## config.mk

```make
export PLATFORM = sky130hd
export DESIGN_NAME = ras_pred
export DESIGN_NICKNAME = d
export VERILOG_FILES = /design/src/rtl/ras_pkg.sv /design/src/rtl/ras_ctl.sv /design/src/rtl/ras_store.sv /design/src/rtl/ras_recon.sv /design/src/rtl/ras_pred.sv
export SDC_FILE = /design/constraint.sdc
export NUM_CORES = 1
export LEC_CHECK = 0
export ABC_AREA = 1
export BUFFER_PORTS_ARGS = -buffer_cell sky130_fd_sc_hd__buf_2
export CORE_MARGIN = 2
export CORE_UTILIZATION = 27
export CTS_CLUSTER_DIAMETER = 100
export DETAILED_ROUTE_END_ITERATION = 7
export GPL_TIMING_DRIVEN = 0
export MAX_ROUTING_LAYER = met4
export SYNTH_ARGS = -nofsm -noshare
export SYNTH_HDL_FRONTEND = slang
export SYNTH_SLANG_ARGS = --single-unit
```

## constraint.sdc

```tcl
create_clock -name clk_i -period 5.24 [get_ports clk_i]
set_input_delay 0 -clock clk_i [delete_from_list [all_inputs] [get_ports clk_i]]
set_output_delay 0 -clock clk_i [all_outputs]
set_load 0.005 [all_outputs]
```

## src/rtl/ras_pkg.sv

```systemverilog
`timescale 1ns/1ps
package ras_pkg;
  typedef struct packed {
    logic flush;
    logic push;
    logic pop;
  } ras_cmd_t;
endpackage

```

## src/rtl/ras_ctl.sv

```systemverilog
`timescale 1ns/1ps
module ras_ctl
  import ras_pkg::*;
#(
  parameter int DEPTH = 16,
  parameter int PW    = 4,
  parameter int CW    = 5
) (
  input  logic          clk_i,
  input  logic          rst_ni,
  input  ras_cmd_t      cmd_i,
  output logic          empty_o,
  output logic [PW-1:0] rd_idx_o,
  output logic [PW-1:0] wr_idx_o,
  output logic          wr_en_o,
  output logic [CW-1:0] cnt_o
);
  logic [PW-1:0] wp_q, wp_d, wp_inc, wp_dec;
  logic [CW-1:0] cnt_q, cnt_d;
  logic          full, pop_ok;

  assign empty_o = (cnt_q == '0);
  assign full    = (cnt_q == CW'(DEPTH));
  assign wp_inc  = (wp_q == PW'(DEPTH - 1)) ? '0 : wp_q + PW'(1);
  assign wp_dec  = (wp_q == '0) ? PW'(DEPTH - 1) : wp_q - PW'(1);
  assign pop_ok  = cmd_i.pop && !empty_o;

  assign rd_idx_o = wp_dec;
  // pop-then-push reuses the popped slot
  assign wr_idx_o = pop_ok ? wp_dec : wp_q;
  assign wr_en_o  = cmd_i.push && !cmd_i.flush;
  assign cnt_o    = cnt_q;

  always_comb begin
    wp_d  = wp_q;
    cnt_d = cnt_q;
    if (cmd_i.flush) begin
      wp_d  = '0;
      cnt_d = '0;
    end else if (cmd_i.push && pop_ok) begin
      wp_d  = wp_q;
    end else if (cmd_i.push) begin
      wp_d = wp_inc;
      if (!full) cnt_d = cnt_q + CW'(1);
    end else if (pop_ok) begin
      wp_d  = wp_dec;
      cnt_d = cnt_q - CW'(1);
    end
  end

  always_ff @(posedge clk_i or negedge rst_ni) begin
    if (!rst_ni) begin
      wp_q  <= '0;
      cnt_q <= '0;
    end else begin
      wp_q  <= wp_d;
      cnt_q <= cnt_d;
    end
  end


  flush_clears_chk: assert property (@(posedge clk_i) disable iff (!rst_ni)
    cmd_i.flush |=> (cnt_q == '0));


  swap_keeps_count_chk: assert property (@(posedge clk_i) disable iff (!rst_ni)
    (cmd_i.push && cmd_i.pop && !cmd_i.flush && !empty_o) |=> $stable(cnt_q));


  full_saturates_chk: assert property (@(posedge clk_i) disable iff (!rst_ni)
    (full && cmd_i.push && !cmd_i.pop && !cmd_i.flush) |=> (cnt_q == CW'(DEPTH)));


  empty_pop_chk: assert property (@(posedge clk_i) disable iff (!rst_ni)
    (empty_o && cmd_i.pop && !cmd_i.push && !cmd_i.flush) |=> (cnt_q == '0));


  count_range_chk: assert property (@(posedge clk_i) disable iff (!rst_ni)
    (cmd_i.push && !cmd_i.pop && !cmd_i.flush && !full) |=> (cnt_q == $past(cnt_q) + CW'(1)));
endmodule

```

## src/rtl/ras_store.sv

```systemverilog
`timescale 1ns/1ps
module ras_store #(
  parameter int DEPTH = 16,
  parameter int AW    = 48,
  parameter int NW    = 32,
  parameter int PW    = 4
) (
  input  logic          clk_i,
  input  logic          wr_en_i,
  input  logic [PW-1:0] wr_idx_i,
  input  logic [AW-1:0] wr_data_i,
  input  logic          narrow_i,
  input  logic [PW-1:0] rd_idx_i,
  output logic [AW-1:0] rd_data_o
);
  logic [NW-1:0] lo_q [DEPTH];

  always_ff @(posedge clk_i) begin
    if (wr_en_i) lo_q[wr_idx_i] <= wr_data_i[NW-1:0];
  end

  if (AW > NW) begin : g_hi
    logic [AW-NW-1:0] hi_q [DEPTH];
    always_ff @(posedge clk_i) begin
      if (wr_en_i) hi_q[wr_idx_i] <= narrow_i ? '0 : wr_data_i[AW-1:NW];
    end
    assign rd_data_o = {hi_q[rd_idx_i], lo_q[rd_idx_i]};
  end else begin : g_flat
    assign rd_data_o = lo_q[rd_idx_i];
  end
endmodule

```

## src/rtl/ras_recon.sv

```systemverilog
`timescale 1ns/1ps
module ras_recon #(
  parameter int AW = 48,
  parameter int NW = 32
) (
  input  logic [AW-1:0] entry_i,
  input  logic [AW-1:0] next_pc_i,
  input  logic [AW-1:0] ind_tgt_i,
  input  logic          narrow_i,
  input  logic          empty_i,
  input  logic          alt_en_i,
  output logic [AW-1:0] tgt_o,
  output logic          hit_o
);
  always_comb begin
    if (empty_i) begin
      tgt_o = ind_tgt_i;
      hit_o = alt_en_i;
    end else begin
      hit_o = 1'b1;
      tgt_o = narrow_i ? {next_pc_i[AW-1:NW], entry_i[NW-1:0]} : entry_i;
    end
  end
endmodule

```

## src/rtl/ras_pred.sv

```systemverilog
`timescale 1ns/1ps
module ras_pred
  import ras_pkg::*;
#(
  parameter int AW    = 48,
  parameter int NW    = 32,
  parameter int DEPTH = 16,
  localparam int PW   = $clog2(DEPTH),
  localparam int CW   = $clog2(DEPTH + 1)
) (
  input  logic          clk_i,
  input  logic          rst_ni,
  input  logic          call_i,
  input  logic [AW-1:0] ret_addr_i,
  input  logic          ret_i,
  input  logic [AW-1:0] next_pc_i,
  input  logic          alt_en_i,
  input  logic [AW-1:0] ind_tgt_i,
  input  logic          narrow_i,
  input  logic          flush_i,
  output logic [AW-1:0] pred_o,
  output logic          pred_valid_o,
  output logic [CW-1:0] count_o
);
  ras_cmd_t      cmd;
  logic          empty, wr_en, hit;
  logic [PW-1:0] rd_idx, wr_idx;
  logic [AW-1:0] entry, tgt;

  assign cmd = '{flush: flush_i, push: call_i, pop: ret_i};

  ras_ctl #(.DEPTH(DEPTH), .PW(PW), .CW(CW)) u_ctl (
    .clk_i    (clk_i),
    .rst_ni   (rst_ni),
    .cmd_i    (cmd),
    .empty_o  (empty),
    .rd_idx_o (rd_idx),
    .wr_idx_o (wr_idx),
    .wr_en_o  (wr_en),
    .cnt_o    (count_o)
  );

  ras_store #(.DEPTH(DEPTH), .AW(AW), .NW(NW), .PW(PW)) u_store (
    .clk_i     (clk_i),
    .wr_en_i   (wr_en),
    .wr_idx_i  (wr_idx),
    .wr_data_i (ret_addr_i),
    .narrow_i  (narrow_i),
    .rd_idx_i  (rd_idx),
    .rd_data_o (entry)
  );

  ras_recon #(.AW(AW), .NW(NW)) u_recon (
    .entry_i   (entry),
    .next_pc_i (next_pc_i),
    .ind_tgt_i (ind_tgt_i),
    .narrow_i  (narrow_i),
    .empty_i   (empty),
    .alt_en_i  (alt_en_i),
    .tgt_o     (tgt),
    .hit_o     (hit)
  );

  always_ff @(posedge clk_i or negedge rst_ni) begin
    if (!rst_ni) begin
      pred_o       <= '0;
      pred_valid_o <= 1'b0;
    end else if (flush_i) begin
      pred_valid_o <= 1'b0;
    end else if (ret_i) begin
      pred_valid_o <= hit;
      if (hit) pred_o <= tgt;
    end else begin
      pred_valid_o <= 1'b0;
    end
  end


  valid_needs_ret_chk: assert property (@(posedge clk_i) disable iff (!rst_ni)
    pred_valid_o |-> $past(ret_i && !flush_i));


  empty_no_alt_chk: assert property (@(posedge clk_i) disable iff (!rst_ni)
    (ret_i && !flush_i && empty && !alt_en_i) |=> !pred_valid_o);


  empty_alt_chk: assert property (@(posedge clk_i) disable iff (!rst_ni)
    (ret_i && !flush_i && empty && alt_en_i) |=> (pred_valid_o && pred_o == $past(ind_tgt_i)));


  flush_kills_valid_chk: assert property (@(posedge clk_i) disable iff (!rst_ni)
    flush_i |=> !pred_valid_o);
endmodule

```

* Word level (Yosys, flattened, before mapping)
Memory sizes are Yosys's and may differ from the RTL's.
Cells that the tools add are included.
W data, S select, Z words.
** Word-level totals
- Bits in writable memories :: 768
- Input port bits :: 151
- Logic and storage cells :: 44
- Bits in registers :: 58
- Output and inout port bits :: 54
- Memories kept :: 2
** Operators by class
- $add $sub $neg :: 4
- Muxes and demuxes :: 19
- Reductions and logical operators :: 10
- Bitwise operators :: 1
- Equality and inequality tests :: 4
** Memories
- u_store.lo_q :: depth 16, bits a word 32, rd ports 1, clocked after memory_dff 0, write ports 1, line ras_store.sv:16 : logic [NW-1:0] lo_q [DEPTH];
- u_store.g_hi.hi_q :: depth 16, bits a word 16, rd ports 1, clocked after memory_dff 0, write ports 1, line ras_store.sv:23 : logic [AW-NW-1:0] hi_q [DEPTH];
** Operators by type and width (number)
- $mux W48 :: 2
- $mux W5 :: 5
- $mux W4 :: 6
- $mux W16 :: 1
- $reduce_and A3 Y1 :: 2
- $add A5 B1 Y5 const B :: 1
- $eq A5 B5 Y1 const B :: 1
- $logic_not A5 Y1 :: 1
- $mux W1 :: 5
- $sub A5 B1 Y5 const B :: 1
- $add A4 B1 Y4 const B :: 1
- $eq A4 B4 Y1 const B :: 1
- $logic_not A4 Y1 :: 1
- $sub A4 B1 Y4 const B :: 1
- $logic_and A1 B1 Y1 :: 3
- $ne A3 B3 Y1 const B :: 1
- $reduce_bool A3 Y1 :: 1
- $logic_not A1 Y1 :: 2
- $ne A2 B2 Y1 const B :: 1
- $not A1 Y1 :: 1

* Depth between registers and ports, before layout
Gate-level depths: netlist of the first run.
- Word-level depth :: 7
- Depth in mapped cells :: 17
- Mapped depth without buffers :: 13

* Hierarchy
Synthesis of the first run repeated with hierarchy kept, for this count alone.
** Unflattened totals
- Cell total of the unflattened synthesis :: 3710
- Area, all modules :: 36764.0 µm²
** By module, submodules not included
- ras_store :: instances 1, seq. area each 23062.1 µm², area each 33027.9 µm², cells each 3153
- ras_pred :: instances 1, seq. area each 1226.2 µm², area each 1990.7 µm², cells each 216
- ras_recon :: instances 1, seq. area each 0.0 µm², area each 897.1 µm², cells each 224
- ras_ctl :: instances 1, seq. area each 225.2 µm², area each 848.3 µm², cells each 117

* Worst setup path after synthesis of the first run
OpenSTA, ideal clock, no wires.
- Path kind :: register to register
- Start :: reg u_ctl.wp_q[0]
- End :: mem u_store.g_hi.hi_q[11][0] (netlist bit) (enable)
- Buffers on the path :: 5
- Library setup time :: 0.454 ns
- Path slack :: 0.694 ns
- Clock period less this slack :: 4.546 ns
- Data required time :: 4.786 ns
- Stages on the path, launching flop included :: 13
- Arrival :: 4.093 ns
- Cells stage by stage :: dfrtp_1 > inv_2 > buf_2 > buf_2 > ha_1 > buf_2 > inv_1 > buf_2 > buf_2 > o21ai_0 > inv_1 > nand3_1 > nor2_1
** Between the ends
- Word-level cells in the longest chain between the ends :: 3
- Elaborated cells on any way between the ends :: 4
- Those cells by class :: 1 x add/sub; 2 x mux; 1 x reduce/logical
** Ends and longest elaborated chain
- start, declared :: line ras_ctl.sv:18 : logic [PW-1:0] wp_q, wp_d, wp_inc, wp_dec;
- start signal, assigned :: line ras_ctl.sv:56 : wp_q <= wp_d;
- $sub A4 B1 Y4 / $logic_not A4 Y1 (equally long branches) :: line ras_ctl.sv:25 : assign wp_dec = (wp_q == '0) ? PW'(DEPTH - 1) : wp_q - PW'(1);
- $mux W4 :: line ras_ctl.sv:25
- $mux W4 (*) :: line ras_ctl.sv:30 : assign wr_idx_o = pop_ok ? wp_dec : wp_q;
- end, declared :: line ras_store.sv:23
Mark *: on every way between the ends. The rest lies on a longest branch, timed or not.

* Worst setup path after layout of the first run
- Start :: reg u_ctl.wp_q[0]
- End :: mem u_store.lo_q[2][13] (enable)
** Between the ends
- Word-level cells in the longest chain between the ends :: 3
- Elaborated cells on any way between the ends :: 4
- Those cells by class :: 1 x add/sub; 2 x mux; 1 x reduce/logical
** Ends and longest elaborated chain (line)
- $sub A4 B1 Y4 / $logic_not A4 Y1 (equally long branches) :: ras_ctl.sv:25
- $mux W4 :: ras_ctl.sv:25
- $mux W4 (*) :: ras_ctl.sv:30
- end, declared :: ras_store.sv:16
Marked as above.

==> results of run 1 <==
## power by group through the flow
stage / Sequential, mW / Combinational (mW) / Clock [mW]
2_1_floorplan: 8.08 / 4.86 / 0
3_3_place_gp: 8.12 / 8.61 / 0
3_5_place_dp: 8.07 / 8.89 / 0
4_1_cts: 7.94 / 9.04 / 6.12
5_1_grt: 7.98 / 9.84 / 6.39
6_report: 7.95 / 9.22 / 6.06
## sequential cells by signal, summed over array words and instances (netlist names)
name,flops
u_ctl.wp_q,4
u_store.g_hi.hi_q,256
u_ctl.cnt_o,5
pred_o,48
pred_valid_o,1
u_store.lo_q,512
## critical path, delay by kind of cell, from the launching register on
family	cells	cell delay, ns
buffers and inverters	10	2.45
adder cells (fa/ha/maj)	1	0.28
AND/OR/NAND/NOR	2	1.25
AO/OA/AOI/OAI	1	0.26
flip-flops	1	0.50
## final cells by class
cell class / instances / area [um2]
Fill cell: 12603 / 85100
Clock buffer: 108 / 2250
Sequential cell: 826 / 24500
Inverter: 255 / 957
Timing Repair Buffer: 319 / 2790
Multi-Input combinational cell: 1721 / 8380
Antenna cell: 4 / 10.0
Buffer: 197 / 975
Clock inverter: 46 / 487
Tap cell: 1662 / 2080
## worst min-delay path by stage
| stage | depth (start not counted) | from | slack, ns | endpoint |
|---|---|---|---|---|
| 2_1_floorplan | 0 | rst_ni | -0.30 | pred_o[0]$_DFFE_PN0P_ |
| 3_3_place_gp | 3 | ind_tgt_i[13] | 0.26 | pred_o[13]$_DFFE_PN0P_ |
| 3_5_place_dp | 1 | rst_ni | -0.09 | pred_o[36]$_DFFE_PN0P_ |
| 4_1_cts | 3 | ind_tgt_i[17] | 0.01 | pred_o[17]$_DFFE_PN0P_ |
| 5_1_grt | 3 | ind_tgt_i[17] | 0.02 | pred_o[17]$_DFFE_PN0P_ |
| 6_report | 3 | ret_addr_i[42] | -0.01 | u_store.g_hi.hi_q[10][10]$_DFFE_PP_ |
## through the flow
step                      util (%)  instances  power, mW  setup TNS, ns  area (um2)
after global routing          33.3       5137       24.2              0       42400
after global placement        29.5       4833       16.7       -1926.17       37600
final                         33.3       5138       23.2              0       42400
after floorplan                  -       2999       12.9              0       34700
after detailed placement      30.2       4866       17.0              0       38500
after CTS                     33.3       5134       23.1              0       42400
## kinds of logic after synthesis
logic type / after synthesis / share of synthesized area [%]
AO/OA/AOI/OAI: 457 / 7.68
XOR/XNOR: 4 / 0.101
adder cells (fa/ha/maj): 7 / 0.274
buffers and inverters: 452 / 5.56
flip-flops: 826 / 70.6
multiplexers: 1 / 0.0324
AND/OR/NAND/NOR: 1252 / 15.7
## cells in the final DEF, fill, tap and decap left out, drive strengths merged
cell type | netlist | final
inv | 254 | 257
nand2 | 355 | 355
bufinv | 0 | 8
o21ai | 301 | 301
o211ai | 117 | 117
a31oi | 2 | 2
xor2 | 3 | 3
diode | 0 | 4
buf | 125 | 330
mux2 | 1 | 1
edfxtp | 768 | 768
dlygate4sd3 | 0 | 114
fa | 1 | 1
nand3 | 379 | 379
nand3b | 64 | 64
ha | 6 | 6
clkbuf | 72 | 180
nor2 | 451 | 451
xnor2 | 1 | 1
a22o | 1 | 1
dfrtp | 58 | 58
o221ai | 19 | 19
nand4 | 1 | 1
or2 | 2 | 2
a21oi | 16 | 16
clkinv | 1 | 36
a32oi | 1 | 1
## per-layer routing
metal	global-route usage, %	vias to the layer above
met1	24.4	12318
met2	25.8	1413
met4	6.05	0
li1	-	11353
met5	-	-
met3	2.74	210
## repair_timing
item                       in CTS  in global routing
hold buffers                  114                  0
setup endpoints to repair       0                  0
hold endpoints to repair      798                  0
setup buffers                   0                  0
gates resized for setup         0                  0
==> flow_summary.yaml, run 1 <==
outcome:
  outcome: "finished with violations"
  violations: "negative hold slack"
route:
  drtIter0Drc: 3531
  met3_length_um: 11000
  drt-vias-per-instance: 4.92
  num_vias: 25294
  drc: 0
  post_drt_wl_per_cell_um: 22.3
  firstDrtPassIters: 6
  drt-met1-wl_um: 49900
  met2_length_um: 50200
  drt-total-wl_um: 115000
  top_layer: "met4"
  antenna_left: 0
timing:
  hold_viol_final: 13
  setup_viol_count_final: 0
  drv_slew: 0
  fmax_mhz: 195
  worst_slack_ns: 0.114
  rsz0062_at_grt: "no"
  skew_ns: 0.0410
  tightest_slew_ns: 1.26
  whs_ns: -0.00982
  finalCritPeriodShare_pct: 97.8
  slew_headroom_pct: 15.6
  period_minus_slack_ns: 5.13
power:
  netSwitchingPower_mw: 9.50
  power_frac_comb_pct: 39.7
  vdd_drop_max_v: 0.000353
  share_seq_of_total_power_pct: 34.2
  p_leak_nw: 15.7
  power_density_mw_per_mm2: 547
  swShare_pct: 40.9
  pwr-share-clk_pct: 26.1
  intPower_mw: 13.7
floorplan:
  die_height_um: 363
  core_mm2: 0.128
  ios: 205
  start_util_pct: 27.2
  die_w_um: 363
  die-area_mm2: 0.131
  fp-row-count: 131
clocking:
  cts_buffers: 85
  cts.sinks: 826
  cts.clk_slew.worst_paths_ns: 0.06
  cts_root_buffer: "clkbuf_16"
  cts_tree: "yes"
  htreeDepth: 3
  cts_max_path_buffers: 3
  clock_latency_ns: 0.67
synthesis:
  synth_flop_cell: "edfxtp_1"
  yosys-top-cells-count: "768 x edfxtp_1, 450 x nor2_1, 379 x nand3_1, 351 x nand2_1, 251 x inv_1"
  ys_seq_area_share_pct: 70.6
  synth_cells: 2999
  yosysMostFrequentCell: "edfxtp_1"
  synth.top_cell.area_share_pct: 66.5
  synth_nets: 3157
  ys_types: 34
  yosysTopAreaCell: "edfxtp_1"
  yosys_warnings: 0
  avgSynthCellArea_um2: 11.6
  async_reset_ff_share_pct: 7.02
  yosys_register_bits: 826
  syn_area_mm2: 0.0347
  synth-edff-count: 768
  synth_area_leaders: "edfxtp_1 66%, nand3_1 5.5%, nor2_1 4.9%, dfrtp_1 4.2%, nand2_1 3.8%"
placed_design:
  detailed_place_hpwl_um: 78300
  preCtsSetupSlack_ns: 0.397
  gp_congestion: 0.858
  port_buffers: 172
worst_setup_path:
  cpMostUsedCell: "buf_2"
  critPathMaxFanout: 20
  critPathKind: "register to register"
  critical_path.endpoint: "u_store.lo_q[2][13]$_DFFE_PP_"
  required_ns: 5.59
  worstReg2RegEnd: "u_store.lo_q[2][13]$_DFFE_PP_"
  reg2reg_slack_ns: 0.11
  worst_path_max_delay_cell: "nor2_4"
  crit_chain: "inv_2, buf_2, buf_2, ha_1, buf_2, inv_1, buf_2, buf_2, o21ai_0, inv_1, nand3_1, nor2_4, buf_16, buf_16"
  crit_path_end_kind: "register"
  startpoint: "u_ctl.wp_q[0]$_DFFE_PN0P_"
  r2r_start: "u_ctl.wp_q[0]$_DFFE_PN0P_"
  arrival_ns: 5.48
  rr_worst_depth: 14
  critPathLaunchType: "register"
  critPathMaxStageDelay_ns: 0.86
global_route:
  grt-ovfl-total: 0
  grt_pass1_wl_um: 164000
  track_usage_pct: 17.5
  grt_max_degree: 40
  first_global_vias: 24257
  antenna_found_initial: 6
min_path:
  hold_path.class: "input pin to register"
final_layout:
  area_growth_syn_to_layout_pct: 22.3
  nets: 3563
  layout-drive-gt1-share_pct: 12.9
job:
  maxCapViolCount: 0
Note: power is estimated with default switching activity, not from simulation.
==> run 2: changes to the inputs <==
==> constraint.sdc (replaced) <==
create_clock -name clk_i -period 5.24 [get_ports clk_i]
set_input_delay 1.048 -clock clk_i [delete_from_list [all_inputs] [get_ports clk_i]]
set_output_delay 1.048 -clock clk_i [all_outputs]
set_load 0.005 [all_outputs]
==> run 2 against run 1 <==
Compared with the run above: the flow now finishes without violations; global-route usage down 0.14 points; combinational power decreased by 1%; via count down 1.4%; non-clock buffer count is 114 lower; critical path depth is the same; register-to-register slack better by 0.02 ns; clock power barely moved; flip-flop and latch count stayed put; critical path type unchanged.
==> flow_summary.yaml, run 2 (synthesized netlist as in run 1, its figures left out) <==
outcome:
  outcome: "finished, final reports clean"
clocking:
  cts_setup_buffers: 0
  cts_hold_buf: 0
  cts_max_path_buffers: 3
  post_cts_resized: 0
  cts.sinks: 826
  clock_latency_ns: 0.67
  cts.clk_slew.worst_paths_ns: 0.06
  cts_tree: "yes"
  cts_root_buffer: "clkbuf_16"
  htreeDepth: 3
  cts_buffers: 85
final_layout:
  multiInputGateArea_mm2: 0.00838
  largest_reg_flops: 512
  nets: 3449
  num-fill-cells: 12714
  area_growth_syn_to_layout_pct: 19.0
  instances_no_fill: 5027
  regMostFlops: "u_store.lo_q"
  layout_common_cells: "768 x edfxtp_1, 434 x nor2_1, 379 x nand3_1, 351 x nand2_1"
  ff_latch_area_mm2: 0.0245
  final_common_cell: "edfxtp_1"
  reg_top3: "u_store.lo_q (512), u_store.g_hi.hi_q (256), pred_o (48)"
  layout-drive-gt1-share_pct: 13.3
  fin_area_mm2: 0.0413
route:
  post_drt_wl_per_cell_um: 22.6
  drt-vias-per-instance: 4.96
  drt-total-wl_um: 114000
  drtIter0Drc: 3422
  firstDrtPassIters: 6
  antenna_left: 0
  drc: 0
  num_vias: 24929
global_route:
  grt_pass1_wl_um: 162000
  track_usage_pct: 17.4
  grt-ovfl-total: 0
  first_global_vias: 23648
  grt_max_degree: 40
  antenna_found_initial: 9
placed_design:
  gp_congestion: 0.858
  detailed_place_hpwl_um: 78300
  port_buffers: 172
  placed_area_mm2: 0.0385
  place_inst: 4866
timing:
  period_minus_slack_ns: 5.11
  setup_viol_count_final: 0
  slew_headroom_pct: 15.6
  skew_ns: 0.0396
  drv_slew: 0
  finalCritPeriodShare_pct: 97.4
  tightest_slew_ns: 1.26
  hold_viol_final: 0
  fmax_mhz: 196
  rsz0062_at_grt: "no"
floorplan:
  fp-row-count: 131
  core_mm2: 0.128
  die-area_mm2: 0.131
  ios: 205
  start_util_pct: 27.2
  die_height_um: 363
  die_w_um: 363
job:
  maxCapViolCount: 0
worst_setup_path:
  crit_path_end_kind: "register"
  worst_path_max_delay_cell: "nor2_4"
  critPathMaxStageDelay_ns: 0.86
  crit_chain: "inv_2, buf_2, buf_2, ha_1, buf_2, inv_1, buf_2, buf_2, o21ai_0, inv_1, nand3_1, nor2_4, buf_16, buf_16"
  critPathKind: "register to register"
  critPathMaxFanout: 20
  required_ns: 5.59
  arrival_ns: 5.45
  critPathLaunchType: "register"
  cpMostUsedCell: "buf_2"
power:
  vdd_drop_max_v: 0.000351
  power_density_mw_per_mm2: 559
  p_leak_nw: 15.3
min_path:
  hold_path.class: "input pin to asynchronous set/reset pin"
[run 2: cell types whose count changed in the layout (fill, tap and decap cells not counted), sizes merged]
cell / delta
diode: +3
dlygate4sd3: -114
[run 2: critical path: cells and delay by family, from the launching register on]
family / cells / cell delay, ns
buffers and inverters: 10 / 2.45
adders and majority gates: 1 / 0.28
DFF: 1 / 0.50
AOI/OAI and AO/OA: 1 / 0.25
and+or+nand+nor: 2 / 1.25
[run 2: metrics by stage]
stage / util [%] / hold WS [ns] / total power [mW] / TNS (ns) / worst slack, ns
6_report: 32.4 / 0.299 / 23.1 / 0 / 0.135
5_1_grt: 32.4 / 0.282 / 24.1 / 0 / 0.140
4_1_cts: 32.4 / 0.265 / 23.0 / 0 / 0.330
3_5_place_dp: 30.2 / 0.463 / 17.0 / 0 / 0.397
3_3_place_gp: 29.5 / 0.457 / 16.7 / -1926.17 / -2.87
2_1_floorplan: - / 0.472 / 12.9 / 0 / 0.694
[run 2: worst paths after layout]
path	start	end	slack, ns	cells after the start
setup / recovery	u_ctl.wp_q[0]$_DFFE_PN0P_	u_store.lo_q[2][13]$_DFFE_PP_	0.13	14
hold / removal	rst_ni	u_ctl.cnt_o[4]$_DFFE_PN0P_	0.30	1
setup reg to reg	u_ctl.wp_q[0]$_DFFE_PN0P_	u_store.lo_q[2][13]$_DFFE_PP_	0.13	14
hold reg to reg	pred_o[36]$_DFFE_PN0P_	pred_o[36]$_DFFE_PN0P_	0.47	2
max in group asynchronous	rst_ni	pred_o[0]$_DFFE_PN0P_	4.34	2
min in group clk_i	pred_o[36]$_DFFE_PN0P_	pred_o[36]$_DFFE_PN0P_	0.47	2
[run 2: power breakdown]
| part | internal [mW] | leakage [nW] | total (mW) | switching [mW] |
|---|---|---|---|---|
| registers | 7.75 | 7.68 | 7.95 | 0.193 |
| logic | 2.42 | 6.29 | 9.10 | 6.68 |
| clock network | 3.46 | 1.34 | 6.06 | 2.61 |
[run 2: area by class of cell]
cell class | instances | share of cell area (%)
diodes | 7 | 0.0424
plain buffers | 197 | 2.36
clock buffers | 108 | 5.46
clock inverters | 46 | 1.18
inverters | 255 | 2.32
multi-input cells | 1721 | 20.3
flip-flops and latches | 826 | 59.3
well taps | 1662 | 5.03
repair buffers | 205 | 3.98
[run 2: layer usage]
| metal | vias to the layer above | part of all wire [%] | GRT usage, % |
|---|---|---|---|
| li1 | 11139 | - | - |
| met1 | 12172 | 43 | 24.2 |
| met2 | 1395 | 44 | 25.4 |
| met3 | 223 | 10 | 2.93 |
| met4 | 0 | 3.2 | 6.00 |
| met5 | - | 0 | - |
